`config.mk`:
```
export PLATFORM = sky130hd
export DESIGN_NAME = tsb_memctl
export DESIGN_NICKNAME = d
export VERILOG_FILES = /design/src/rtl/tsb_pkg.sv /design/src/rtl/tsb_detect.sv /design/src/rtl/tsb_seq.sv /design/src/rtl/tsb_array.sv /design/src/rtl/tsb_memctl.sv
export SDC_FILE = /design/constraint.sdc
export NUM_CORES = 1
export LEC_CHECK = 0
export BUFFER_PORTS_ARGS = -buffer_cell sky130_fd_sc_hd__buf_2
export CAP_MARGIN = 25
export CORE_MARGIN = 2
export CORE_UTILIZATION = 35
export CTS_BUF_LIST = sky130_fd_sc_hd__clkbuf_8
export CTS_CLUSTER_SIZE = 28
export DETAILED_ROUTE_END_ITERATION = 16
export RECOVER_POWER = 25
export REMOVE_ABC_BUFFERS = 1
export SYNTH_ARGS = -nofsm -noshare
export SYNTH_HDL_FRONTEND = slang
export SYNTH_SLANG_ARGS = --single-unit
```
`constraint.sdc`:
```
create_clock -name clk -period 2.37 [get_ports clk]
set_input_delay 0.474 -clock clk [delete_from_list [all_inputs] [get_ports clk]]
set_output_delay 0.474 -clock clk [all_outputs]
set_load 0.05 [all_outputs]
```
`src/rtl/tsb_pkg.sv`:
```
package tsb_pkg;

    typedef enum logic [1:0] {
        PH_SLEEP  = 2'd0,
        PH_PREP   = 2'd1,
        PH_ACCESS = 2'd2
    } phase_t;

    typedef struct packed {
        logic rd;
        logic wr;
    } strobe_t;

    // Next phase of the wake sequencer.
    function automatic phase_t next_phase(phase_t cur, logic sel,
                                          logic changed, logic cold);
        phase_t nxt;
        nxt = cur;
        case (cur)
            PH_SLEEP:  if (changed || cold) nxt = cold ? PH_PREP : PH_ACCESS;
            PH_PREP:   nxt = PH_ACCESS;
            PH_ACCESS: nxt = changed ? PH_ACCESS : PH_SLEEP;
            default:   nxt = PH_SLEEP;
        endcase
        if (!sel) nxt = PH_SLEEP;
        return nxt;
    endfunction

endpackage

```
`src/rtl/tsb_detect.sv`:
```
module tsb_detect
    import tsb_pkg::*;
#(
    parameter int AW = 4,
    parameter int DW = 8
) (
    input  logic          clk,
    input  logic [AW-1:0] addr,
    input  logic [DW-1:0] wdata,
    input  strobe_t       strb,
    output logic [AW-1:0] addr_q,
    output logic [DW-1:0] wdata_q,
    output strobe_t       strb_q,
    output logic          changed
);

    // Shadow copies follow the inputs every clock, reset or not.
    always_ff @(posedge clk) begin
        addr_q  <= addr;
        wdata_q <= wdata;
        strb_q  <= strb;
    end

    assign changed = (addr != addr_q) || (wdata != wdata_q) || (strb != strb_q);

endmodule

```
`src/rtl/tsb_seq.sv`:
```
module tsb_seq
    import tsb_pkg::*;
(
    input  logic   clk,
    input  logic   rst,
    input  logic   sel,
    input  logic   changed,
    output phase_t phase
);

    logic cold_q;

    always_ff @(posedge clk) begin
        if (rst) begin
            phase  <= PH_SLEEP;
            cold_q <= 1'b1;
        end else begin
            phase <= next_phase(phase, sel, changed, cold_q);
            if (!sel)
                cold_q <= 1'b1;
            else if (phase == PH_PREP)
                cold_q <= 1'b0;
        end
    end

endmodule

```
`src/rtl/tsb_array.sv`:
```
module tsb_array
    import tsb_pkg::*;
#(
    parameter int AW = 4,
    parameter int DW = 8
) (
    input  logic          clk,
    input  logic          rst,
    input  logic          en,
    input  logic          sel,
    input  logic [AW-1:0] addr_q,
    input  logic [DW-1:0] wdata_q,
    input  strobe_t       strb_q,
    output logic [DW-1:0] rdata,
    output logic          rvalid
);

    localparam int DEPTH = 1 << AW;

    logic [DW-1:0] mem [DEPTH];
    logic          go;

    assign go = en && sel;

    always_ff @(posedge clk) begin
        if (rst) begin
            for (int i = 0; i < DEPTH; i++) mem[i] <= '0;
        end else if (go && strb_q.wr) begin
            mem[addr_q] <= wdata_q;
        end
    end

    // Read-first: the latch samples the word before this cycle's write lands.
    always_ff @(posedge clk) begin
        if (rst) begin
            rdata  <= '0;
            rvalid <= 1'b0;
        end else begin
            rvalid <= go && strb_q.rd;
            if (go && strb_q.rd) rdata <= mem[addr_q];
        end
    end

endmodule

```
`src/rtl/tsb_memctl.sv`:
```
module tsb_memctl
    import tsb_pkg::*;
#(
    parameter int ADDR_W = 4,
    parameter int DATA_W = 8
) (
    input  logic              clk,
    input  logic              rst,
    input  logic              chip_sel,
    input  logic [ADDR_W-1:0] addr,
    input  logic [DATA_W-1:0] wdata,
    input  logic              rd_req,
    input  logic              wr_req,
    output logic [DATA_W-1:0] rdata,
    output logic              rvalid,
    output logic              standby
);

    strobe_t             strb, strb_q;
    logic [ADDR_W-1:0]   addr_q;
    logic [DATA_W-1:0]   wdata_q;
    logic                changed;
    phase_t              phase;

    assign strb = '{rd: rd_req, wr: wr_req};

    tsb_detect #(.AW(ADDR_W), .DW(DATA_W)) u_detect (
        .clk     (clk),
        .addr    (addr),
        .wdata   (wdata),
        .strb    (strb),
        .addr_q  (addr_q),
        .wdata_q (wdata_q),
        .strb_q  (strb_q),
        .changed (changed)
    );

    tsb_seq u_seq (
        .clk     (clk),
        .rst     (rst),
        .sel     (chip_sel),
        .changed (changed),
        .phase   (phase)
    );

    tsb_array #(.AW(ADDR_W), .DW(DATA_W)) u_array (
        .clk     (clk),
        .rst     (rst),
        .en      (phase == PH_ACCESS),
        .sel     (chip_sel),
        .addr_q  (addr_q),
        .wdata_q (wdata_q),
        .strb_q  (strb_q),
        .rdata   (rdata),
        .rvalid  (rvalid)
    );

    assign standby = (phase == PH_SLEEP);

endmodule

```
==> results.yml <==
timing:
  worst_pin_slew_ps: 604
  hold_violations: 0
  setup_viol: 0
  post-route-period-util_pct: 91.1
  min_period_ps: 2160
  skew_ps: 12.1
  rsz0062_at_grt: "no"
  max_slew_margin_pct: 59.9
  slew_violations: 0
  max_freq_mhz: 463
  holdWs_ps: 149
clocking:
  cts_root_buf: "clkbuf_8"
  cts_resized: 0
  cts_made_buffers: 17
  cts_tree: "done"
  clk_pin_slew_ps: 80
  cts_buffer_depth: 2
  holdBufCountCts: 0
  clk_latency_ps: 460
  cts_num_sinks: 154
  htree_levels: 4
  cts_setup_buffers: 0
critical_path:
  cp.arrival_ps: 2290
  critical-path-slowest-cell: "dfxtp_1"
  critPathKind: "reg -> reg"
  end_kind: "register"
  path_cells: "buf_4 -> nand2_1 -> nor2_1 -> or2_1"
  cpPeakStageDelay_ps: 660
  crit_family: "simple AND/OR/NAND/NOR gates"
  critPathBufInv: 1
  critPathLaunchType: "register"
  worstPathMaxFanout: 26
  cp.required_ps: 2500
place:
  hpwlAfterDp_um: 10900
  place_congestion: 0.778
  placed_cell_area_um2: 7410
  portBuffers: 26
synthesis:
  synth_seq_cells: 154
  synth_cell_types: 41
  synth_fa_ha_area_share_pct: 0
  syn_area_um2: 6930
  synth_compound_area_share_pct: 3.83
  synth_edf_count: 128
  avgSynthCellArea_um2: 13.7
  synth_top_family_by_area: "simple AND/OR/NAND/NOR gates"
  synth_mux_area_share_pct: 9.57
  yosys_warnings: 0
  netlist_instances: 504
  synth-xor-area-share_pct: 1.77
  synthFlopType: "edfxtp_1"
  async_flop_share_pct: 0
  synth-simple-area-share_pct: 19.1
  ys_seq_area_share_pct: 63.0
power:
  peakVddDrop_mv: 0.429
  cellPowerDensity_nw_per_um2: 729
  p_leak_nw: 2.87
route:
  wirelength_um: 16400
  ant_nets: 0
  drtIter0Drc: 405
  routedWlPerCell_um: 19.9
  viasPerCell: 4.91
  first_pass_iters: 4
  vias: 4054
  drc: 0
floorplanning:
  die-area_um2: 20900
  rows: 51
  die_h_um: 145
  die_w_um: 145
  initial_utilization_pct: 35.6
  coreArea_um2: 19500
  io_pins: 27
status:
  status: "completed"
flow_run:
  drv_cap: 0
finish:
  mostFrequentLayoutCells: "128 x edfxtp_1, 113 x and2_1, 46 x mux2i_1, 28 x clkbuf_1, 25 x dfxtp_1"
  antenna_cells: 0
  final_common_cell: "edfxtp_1"
  drive_above_1_share_pct: 12.9
  area_delta_synth_final_pct: 12.6
  nets: 564
  design_area_um2: 7800
  finish.utilization_pct: 40.1
global_routing:
  grt_pass1_wl_um: 24500
  antenna_found_initial: 0
  grt_pass1_vias: 4137
  grt_max_degree: 30
  grt_overflow: 0
  grtUsageTotal_pct: 16.7
hold_path:
  hold_class: "in -> reg"
## state kept, by name, summed over array words and instances, names as in the netlist
name,count
u_seq.phase,2
u_array.rdata,8
u_detect.addr_q,4
u_seq.cold_q,1
u_detect.wdata_q,8
u_detect.strb_q,2
u_array.rvalid,1
u_array.mem,128
## through the flow
stage | setup TNS (ps) | setup WS, ps | power (mW) | std cells
3_3_place_gp | 0 | 288 | 3.49 | 793
4_1_cts | 0 | 263 | 5.72 | 825
3_5_place_dp | 0 | 146 | 3.50 | 793
2_1_floorplan | -104430 | -659 | 3.33 | 476
5_1_grt | 0 | 53.4 | 5.86 | 825
6_report | 0 | 212 | 5.69 | 825
## synthesized netlist by cell type (all sizes together), types with 3 or more instances
| library cell | number | area [µm²] |
|---|---|---|
| a2bb2oi | 7 | 61.3 |
| nor2 | 24 | 105 |
| a211oi | 9 | 72.6 |
| o22ai | 15 | 93.8 |
| or2 | 16 | 100 |
| dfxtp | 26 | 521 |
| nand2 | 10 | 37.5 |
| nor2b | 3 | 18.8 |
| mux4 | 9 | 203 |
| and2 | 129 | 807 |
| clkbuf | 11 | 41.3 |
| mux2i | 46 | 460 |
| xnor2 | 14 | 123 |
| buf | 17 | 145 |
| nand3 | 9 | 50.1 |
| edfxtp | 128 | 3840 |
| nor3 | 9 | 55.1 |
| nand4 | 4 | 40.0 |
| o21ai | 3 | 15.0 |
## path summary, 6_finish.rpt
| check | from | to | slack (ps) | cells after the start |
|---|---|---|---|---|
| max | u_detect.addr_q[3] | u_array.mem[13][4] | 210 | 4 |
| min | addr[0] | u_detect.addr_q[0] | 150 | 1 |
| max reg2reg | u_detect.addr_q[3] | u_array.mem[13][4] | 210 | 4 |
| min reg2reg | u_seq.phase[0] | u_seq.phase[1] | 480 | 1 |
## layout make-up
class / instances / area, µm²
Clock buffer: 17 / 234
Clock inverter: 15 / 224
Fill cell: 1810 / 11700
Inverter: 1 / 3.75
Multi-Input combinational cell: 321 / 2350
Sequential cell: 154 / 4370
Tap cell: 265 / 332
Timing Repair Buffer: 52 / 290
## power by group
| group | internal (mW) | switching [mW] | total, mW |
|---|---|---|---|
| clock | 1.25 | 1.01 | 2.26 |
| sequential | 3.01 | 0.0580 | 3.07 |
| combinational | 0.132 | 0.230 | 0.363 |
## metal layers
layer,GRT usage [%],up-vias,wire (µm)
li1,-,1908,-
met1,23.0,2015,7890
met2,25.7,104,7430
met3,3.69,27,677
met4,6.49,0,408
met5,0,-,0
## cell families after synthesis
logic type / Yosys count
compound gates: 36
xor+xnor: 14
buf+inv: 29
flops: 154
mux: 55
simple gates: 216
No activity file was read; power rests on OpenSTA's default activity.
